File: src/rtl/xc_pkg.sv
// Shared page-size encoding, attribute record and shift helper for the
// translation cache. Assumes 4 KB base pages (12 offset bits).
package xc_pkg;
    typedef enum logic [1:0] {
        PG_4K = 2'd0,
        PG_4M = 2'd1,
        PG_2M = 2'd2
    } pg_size_e;

    typedef struct packed {
        logic rw;
        logic us;
        logic d;
        logic pcd;
        logic pwt;
        logic g;
    } xc_attr_t;

    localparam logic [4:0] SH_4K = 5'd12;
    localparam logic [4:0] SH_4M = 5'd22;
    localparam logic [4:0] SH_2M = 5'd21;

    // Number of in-page offset bits for a page size code.
    function automatic logic [4:0] pg_shift(pg_size_e s);
        case (s)
            PG_4M:   return SH_4M;
            PG_2M:   return SH_2M;
            default: return SH_4K;
        endcase
    endfunction
endpackage

File: src/rtl/xc_match.sv
// Page comparator: tells whether a stored page (tag plus size) covers a
// given linear page number. Assumes the tag holds va[VA_W-1:12].
module xc_match
    import xc_pkg::*;
#(
    parameter int VA_W = 32,
    localparam int TAG_W = VA_W - 12
) (
    input  logic             vld,
    input  logic [TAG_W-1:0] tag,
    input  pg_size_e         size,
    input  logic [TAG_W-1:0] vpn,
    output logic             hit
);
    logic [TAG_W-1:0] diff;
    logic [TAG_W-1:0] keep;

    // Compare only the page-number bits above the page's own offset.
    always_comb begin
        diff = tag ^ vpn;
        keep = {TAG_W{1'b1}} << (pg_shift(size) - SH_4K);
        hit  = vld && ((diff & keep) == '0);
    end
endmodule

File: src/rtl/xc_victim.sv
// Refill slot chooser: lowest empty slot, else a round-robin pointer that
// advances only when the caller reports an eviction through adv.
module xc_victim #(
    parameter int N = 8,
    localparam int IW = (N > 1) ? $clog2(N) : 1
) (
    input  logic          clk,
    input  logic          rst_n,
    input  logic [N-1:0]  vld,
    input  logic          adv,
    output logic [IW-1:0] victim,
    output logic          full
);
    logic [IW-1:0] ptr_q;

    // Find the lowest-numbered empty slot, defaulting to the pointer.
    always_comb begin
        victim = ptr_q;
        full   = 1'b1;
        for (int i = N - 1; i >= 0; i--) begin
            if (!vld[i]) begin
                victim = IW'(i);
                full   = 1'b0;
            end
        end
    end

    // Step the round-robin pointer on each eviction, wrapping at N.
    always_ff @(posedge clk) begin
        if (!rst_n)
            ptr_q <= '0;
        else if (adv)
            ptr_q <= (ptr_q == IW'(N - 1)) ? '0 : ptr_q + 1'b1;
    end
endmodule

File: src/rtl/xc_tlb.sv
// Fully associative translation cache, N entries, registered one-cycle
// lookup. Refill, base reload and page invalidate update the array at the
// clock edge. A lookup sees the array as it stood before that edge.
// Assumes PA_W >= VA_W and that the walker only refills after a miss.
module xc_tlb
    import xc_pkg::*;
#(
    parameter int N    = 8,
    parameter int VA_W = 32,
    parameter int PA_W = 36,
    localparam int TAG_W = VA_W - 12,
    localparam int PFN_W = PA_W - 12
) (
    input  logic             clk,
    input  logic             rst_n,
    input  logic             lk_valid,
    input  logic [VA_W-1:0]  lk_va,
    input  logic             lk_write,
    output logic             rsp_valid,
    output logic             rsp_hit,
    output logic [PA_W-1:0]  rsp_pa,
    output logic             rsp_rw,
    output logic             rsp_us,
    output logic             rsp_pcd,
    output logic             rsp_pwt,
    input  logic             fill_valid,
    input  logic [TAG_W-1:0] fill_vpn,
    input  logic [PFN_W-1:0] fill_pfn,
    input  logic [1:0]       fill_size,
    input  logic             fill_g,
    input  logic             fill_rw,
    input  logic             fill_us,
    input  logic             fill_d,
    input  logic             fill_pcd,
    input  logic             fill_pwt,
    input  logic             cr3_load,
    input  logic             pge_en,
    input  logic             inv_valid,
    input  logic [TAG_W-1:0] inv_vpn
);
    localparam int IW = (N > 1) ? $clog2(N) : 1;

    logic [N-1:0]     vld_q;
    logic [TAG_W-1:0] tag_q  [N];
    pg_size_e         size_q [N];
    logic [PFN_W-1:0] pfn_q  [N];
    xc_attr_t         attr_q [N];

    logic [N-1:0]  glb_vec;
    logic [N-1:0]  lk_hv;
    logic [N-1:0]  inv_hv;
    logic [N-1:0]  fill_hv;
    logic          lk_any;
    logic [IW-1:0] lk_sel;
    logic          fill_any;
    logic [IW-1:0] fill_sel;
    logic          fill_covers_inv;
    logic          fill_drop;
    logic          fill_do;
    logic [IW-1:0] fill_tgt;
    logic [IW-1:0] victim;
    logic          full;
    logic          adv;
    pg_size_e      fill_sz;
    xc_attr_t      fill_attr;

    assign fill_sz   = pg_size_e'(fill_size);
    assign fill_attr = '{rw: fill_rw, us: fill_us, d: fill_d,
                         pcd: fill_pcd, pwt: fill_pwt, g: fill_g};

    // Join the frame bits above the page offset with the offset bits of va.
    function automatic logic [PA_W-1:0] join_pa(logic [PFN_W-1:0] pfn,
                                                pg_size_e sz,
                                                logic [VA_W-1:0] va);
        logic [PA_W-1:0] low;
        low = ~({PA_W{1'b1}} << pg_shift(sz));
        return ({pfn, 12'h000} & ~low) | (PA_W'(va) & low);
    endfunction

    // Per-entry comparators for lookup, invalidate and refill duplicate check.
    for (genvar i = 0; i < N; i++) begin : g_ent
        assign glb_vec[i] = attr_q[i].g;
        xc_match #(.VA_W(VA_W)) u_lk (
            .vld(vld_q[i]), .tag(tag_q[i]), .size(size_q[i]),
            .vpn(lk_va[VA_W-1:12]), .hit(lk_hv[i]));
        xc_match #(.VA_W(VA_W)) u_inv (
            .vld(vld_q[i]), .tag(tag_q[i]), .size(size_q[i]),
            .vpn(inv_vpn), .hit(inv_hv[i]));
        xc_match #(.VA_W(VA_W)) u_fill (
            .vld(vld_q[i]), .tag(tag_q[i]), .size(size_q[i]),
            .vpn(fill_vpn), .hit(fill_hv[i]));
    end

    // Does the incoming refill page contain the page being invalidated?
    xc_match #(.VA_W(VA_W)) u_collide (
        .vld(1'b1), .tag(fill_vpn), .size(fill_sz),
        .vpn(inv_vpn), .hit(fill_covers_inv));

    // Lowest-index hit selection for lookup and for in-place refill.
    always_comb begin
        lk_any   = 1'b0;
        lk_sel   = '0;
        fill_any = 1'b0;
        fill_sel = '0;
        for (int i = N - 1; i >= 0; i--) begin
            if (lk_hv[i]) begin
                lk_any = 1'b1;
                lk_sel = IW'(i);
            end
            if (fill_hv[i]) begin
                fill_any = 1'b1;
                fill_sel = IW'(i);
            end
        end
    end

    // Refill admission: invalidate and reload take priority over the refill.
    always_comb begin
        fill_drop = (inv_valid && fill_covers_inv) ||
                    (cr3_load && !(fill_g && pge_en));
        fill_do   = fill_valid && !fill_drop;
        fill_tgt  = fill_any ? fill_sel : victim;
        adv       = fill_do && !fill_any && full;
    end

    xc_victim #(.N(N)) u_victim (
        .clk(clk), .rst_n(rst_n), .vld(vld_q), .adv(adv),
        .victim(victim), .full(full));

    // Valid bits: clear on reload or invalidate, then set by an admitted refill.
    always_ff @(posedge clk) begin
        if (!rst_n) begin
            vld_q <= '0;
        end else begin
            for (int i = 0; i < N; i++) begin
                if (cr3_load && !(attr_q[i].g && pge_en))
                    vld_q[i] <= 1'b0;
                if (inv_valid && inv_hv[i])
                    vld_q[i] <= 1'b0;
            end
            if (fill_do)
                vld_q[fill_tgt] <= 1'b1;
        end
    end

    // Entry payload: written by an admitted refill, no reset needed.
    always_ff @(posedge clk) begin
        if (fill_do) begin
            tag_q[fill_tgt]  <= fill_vpn;
            size_q[fill_tgt] <= fill_sz;
            pfn_q[fill_tgt]  <= fill_pfn;
            attr_q[fill_tgt] <= fill_attr;
        end
    end

    // Response strobe and hit: a clean entry cannot satisfy a write.
    always_ff @(posedge clk) begin
        if (!rst_n) begin
            rsp_valid <= 1'b0;
            rsp_hit   <= 1'b0;
        end else begin
            rsp_valid <= lk_valid;
            rsp_hit   <= lk_valid && lk_any && !(lk_write && !attr_q[lk_sel].d);
        end
    end

    // Response payload taken from the selected entry.
    always_ff @(posedge clk) begin
        rsp_pa  <= join_pa(pfn_q[lk_sel], size_q[lk_sel], lk_va);
        rsp_rw  <= attr_q[lk_sel].rw;
        rsp_us  <= attr_q[lk_sel].us;
        rsp_pcd <= attr_q[lk_sel].pcd;
        rsp_pwt <= attr_q[lk_sel].pwt;
    end
endmodule

File: config.mk
export PLATFORM = sky130hd
export DESIGN_NAME = xc_tlb
export DESIGN_NICKNAME = d
export VERILOG_FILES = /design/src/rtl/xc_pkg.sv /design/src/rtl/xc_match.sv /design/src/rtl/xc_victim.sv /design/src/rtl/xc_tlb.sv
export SDC_FILE = /design/constraint.sdc
export NUM_CORES = 1
export LEC_CHECK = 0
export BUFFER_PORTS_ARGS = -buffer_cell sky130_fd_sc_hd__buf_2
export CORE_MARGIN = 2
export CORE_UTILIZATION = 40
export CTS_CLUSTER_DIAMETER = 50
export DETAILED_ROUTE_END_ITERATION = 6
export PLACE_DENSITY = 0.54
export SLEW_MARGIN = 10
export SYNTH_ARGS = -nofsm -noshare
export SYNTH_HDL_FRONTEND = slang
export SYNTH_SLANG_ARGS = --single-unit
File: constraint.sdc
create_clock -name clk -period 15.1 [get_ports clk]
set_input_delay 3.02 -clock clk [delete_from_list [all_inputs] [get_ports clk]]
set_output_delay 3.02 -clock clk [all_outputs]
set_load 0.1 [all_outputs]
==> results by stage <==
Drt:
- Across all layers, the routed design uses 14,500 vias.
- Dividing the detail-routed via count by the number of cells gives 5.47.
- The iteration-0 DRC count of the detailed router is between 1,000 and 1,500.
- In the final routed layout, each cell accounts on average for 26.1 um.
- The post-detailed-routing wire length is 69.0 mm.
- The total DRC errors in the routed layout is 0.
- Once detail routing completed, the nets flagged for antenna violations numbered 0.
- The pre-antenna-repair detailed-routing pass consisted of 7 iterations.

STA:
- Setup violations remaining at the end of the flow were counted as 0.
- The time the worst path needs with I/O delays and setup is 8.45 ns.
- The highest achievable clock rate is 0.118 GHz.
- Setup repair after global routing left no endpoint under its margin.
- The final critical path takes up 56.0% of the cycle.
- The transition time at the pin with the least slew margin is around 1.2 ns.
- The worst max-slew margin expressed relative to the limit is about 22%.
- The sum of negative setup slack is 0 ns.
- Across the routed clock network, the largest skew measured is 0.0239 ns.
- The worst hold slack after final layout is 0.523 ns.
- The final hold violation count is 0.
- The final count of pins violating max slew is 0.

Power:
- In this run the static leakage power is 8.46 nW.
- The peak supply drop is 0.0942 mV.
- In this run the power density over the cells is 116 mW/mm^2.

Setup path:
- The slowest stage of the critical path is the nand3_1 cell.
- At the worst endpoint, the arrival time is 8.96 ns.
- The setup path with the least slack is of type in -> reg.
- The biggest fanout along the worst timing path is 21.
- The setup slack on the worst flop-to-flop path is 8.84 ns.
- In this run the worst setup path begins at lk_va[20].
- The nature of the critical path endpoint is a flop.
- STA classifies the critical path startpoint as an input port.
- The delay contributed by the slowest stage of the critical path is 0.73 ns.
- The depth of the worst register-to-register path is 17.
- The required time at the worst-slack endpoint is 15.61 ns.
- Walking the worst path, the cells encountered are buf_2, xnor2_1, nand3_1, o41ai_1, a32oi_1, o31ai_1, nand3_1, nor2b_2, and2_1, a211o_1, ha_1, nor2b_1, o221ai_1, o22a_1, o221ai_1.
- The critical register-to-register path endpoint is rsp_pa[12].
- The critical register-to-register path startpoint is size_q[3][1].

Layout:
- Leaving out fill and tap cells, the most frequent cells in the layout are edfxtp_1 (416), xnor2_1 (372), buf_2 (153).
- The net count of the finished layout is 1,967.
- The share of final-layout standard cells stronger than drive strength 1 is 15.7%.
- Leaving out fill and tap cells, the most frequent cell in the layout is edfxtp_1.
- The count of fill cells added during filler insertion is between 5,000 and 6,000.
- From synthesis to final layout, the design area changed by 14.2%.

Yosys:
- The number of nets produced by synthesis is 1,834.
- The warning count from the yosys run is 0.
- Each instance of the synthesized netlist takes up on average 13.5 um^2.
- The cell area after technology mapping is 0.0229 mm^2.
- Among all flip-flop cells after synthesis, the most frequent one is edfxtp_1.
- The number of library cell types mapped by synthesis is 66.
- Synthesis inferred 469 register bits.
- Counting flops with a built-in enable in the synthesized netlist gives 416.
- The fraction of registers with async set/reset is 0%.
- The post-synthesis instance total is 1,703.
- The part of the Yosys area used for sequential elements is 59.1%.

Global route:
- The first global-routing pass estimated between 90 and 100 mm of wire.
- The maximum number of pins on one net before global-route repair is 67.
- The initial antenna violation count is 5.
- The number of global-route vias before repair was about 14,000.
- The total global routing track utilization is 23.0%.
- The global route total overflow is 0.

Die:
- In this run the count of I/O pins placed on the die edge is 154.
- The die boundary height is 243 um.
- The die width is 243 um.
- In this run the core area contains 87 standard-cell rows.
- The area of the core is 0.0565 mm^2.
- The starting utilization of the core area is 40.6%.
- The floorplan step defined a die boundary enclosing 0.0593 mm^2.

Hold path:
- The classification of the worst-slack hold path is reg -> reg.
- In this run the most critical hold path is launched from u_victim.ptr_q[0].
- The hold path endpoint is u_victim.ptr_q[0].
- The cell depth of the worst hold path is 2.

Clock network:
- The post-cts sizing count is 0.
- The number of levels the H-tree was split into is 2.
- The number of buffers on the longest clock path is 3.
- After clock tree synthesis, the flow added hold-fix buffers numbering 0.
- Once the clock tree was built, the setup fixing pass inserted 0 buffers.
- After clock tree synthesis, the clock-pin slew on the worst setup and hold paths is roughly 0.06 ns.
- The source-to-sink clock delay at the later pin of the worst-skew pair is slightly above 0.6 ns.
- The CTS tree is done.
- The number of sinks handled by clock tree synthesis is 469.
- The tree is rooted in a clkbuf_16.
- The number of clock buffers inserted by TritonCTS is 57.

Run:
- The reported max-cap violation count is 0.

Placed design:
- The placed wire-length estimate is 44.7 mm.
- The placer congestion estimate is 0.891.
- Buffers placed on the I/O ports in this run total 153.

Status:
- The flow ran to the end, and the final reports show no timing, DRC or antenna violations.
[layer usage]
metal / vias up / global-route usage (%) / share of wire (%)
met2: 507 / 36.4 / 46
met4: 6 / 7.33 / 2.9
met1: 7270 / 32.4 / 45
li1: 6561 / - / -
met3: 108 / 3.73 / 6.1
met5: - / 0 / 0.068
[Yosys cell counts, types with 3 or more instances]
cell / number / area share [%]
o41ai_1: 18 / 0.69
ha_1: 19 / 1.0
o21ai_0: 11 / 0.24
dfxtp_1: 53 / 4.6
mux2i_1: 90 / 3.9
inv_1: 31 / 0.51
a22oi_1: 4 / 0.13
o221ai_1: 20 / 0.76
buf_4: 10 / 0.33
o21a_1: 6 / 0.20
mux2_2: 10 / 0.49
nor4_1: 32 / 0.87
a221oi_1: 4 / 0.15
mux2_1: 7 / 0.34
a211oi_1: 3 / 0.098
o211ai_1: 8 / 0.26
clkbuf_1: 39 / 0.64
nand4_1: 80 / 2.2
a21oi_1: 26 / 0.57
o22a_1: 9 / 0.34
nand2b_1: 4 / 0.11
nand3_1: 40 / 0.87
xnor2_1: 372 / 14
nor2_1: 55 / 0.90
o2111ai_1: 9 / 0.34
nor2b_1: 3 / 0.082
buf_6: 8 / 0.39
and2_1: 8 / 0.22
buf_2: 35 / 0.76
edfxtp_1: 416 / 54
nor3_1: 16 / 0.35
nand2_1: 51 / 0.83
xor2_1: 127 / 4.8
a22o_1: 36 / 1.4
[registers in the layout, summed over array words and instances (netlist names)]
register / cells
attr_q: 48
pfn_q: 192
rsp_hit: 1
rsp_pa: 36
rsp_pcd: 1
rsp_pwt: 1
rsp_rw: 1
rsp_us: 1
rsp_valid: 1
size_q: 16
tag_q: 160
u_victim.ptr_q: 3
vld_q: 8
[report_power, final]
group          internal [mW]  leakage (nW)  switching, mW  total [mW]
registers               1.43          4.21         0.0122        1.45
logic                 0.0773          3.34          0.186       0.263
clock network          0.783         0.912          0.560        1.34
[how the worst max path moves through the flow]
stage / endpoint / slack (ns)
4_1_cts: rsp_pa[12] / 6.68
3_5_place_dp: rsp_pa[12] / 6.03
2_1_floorplan: attr_q[4][0] / 4.77
3_3_place_gp: rsp_pa[20] / 6.20
5_1_grt: rsp_pa[19] / 6.26
6_report: rsp_pa[12] / 6.65
[per-stage QoR]
stage          instances  utilization, %  total power, mW  worst slack (ns)  area (um^2)
4_1_cts             2640            46.4             3.08              6.68        26200
5_1_grt             2640            46.4             3.15              6.26        26200
3_5_place_dp        2533            43.1             1.74              6.03        24300
2_1_floorplan       1703               -             1.65              4.77        22900
6_report            2642            46.4             3.05              6.65        26200
3_3_place_gp        2533            43.1             1.73              6.20        24300
[logic make-up after synthesis]
logic type | count (synthesis) | synth area share, %
XOR/XNOR | 500 | 19.1
flip-flops | 469 | 59.1
AND/OR/NAND/NOR | 307 | 7.12
AO/OA/AOI/OAI | 176 | 6.15
buffers and inverters | 124 | 2.65
multiplexers | 108 | 4.83
adder cells (fa/ha/maj) | 19 | 1.04
[critical path: cells and delay by family]
kind                     cells  cell delay [ns]
XOR/XNOR                     1             0.17
AND/OR/NAND/NOR              5             2.35
adder cells (fa/ha/maj)      1             0.63
buffers and inverters        1             0.34
AO/OA/AOI/OAI                7             2.43
[layout make-up]
class | instances | area [um^2] | share of cell area, %
diodes | 2 | 5.00 | 0.0191
clock buffers | 72 | 1540 | 5.89
clock inverters | 35 | 330 | 1.26
inverters | 31 | 116 | 0.444
multi-input cells | 1110 | 8840 | 33.7
flip-flops and latches | 469 | 13600 | 51.7
well taps | 756 | 946 | 3.61
repair buffers | 167 | 871 | 3.32
(Power assumes the default switching activity.)
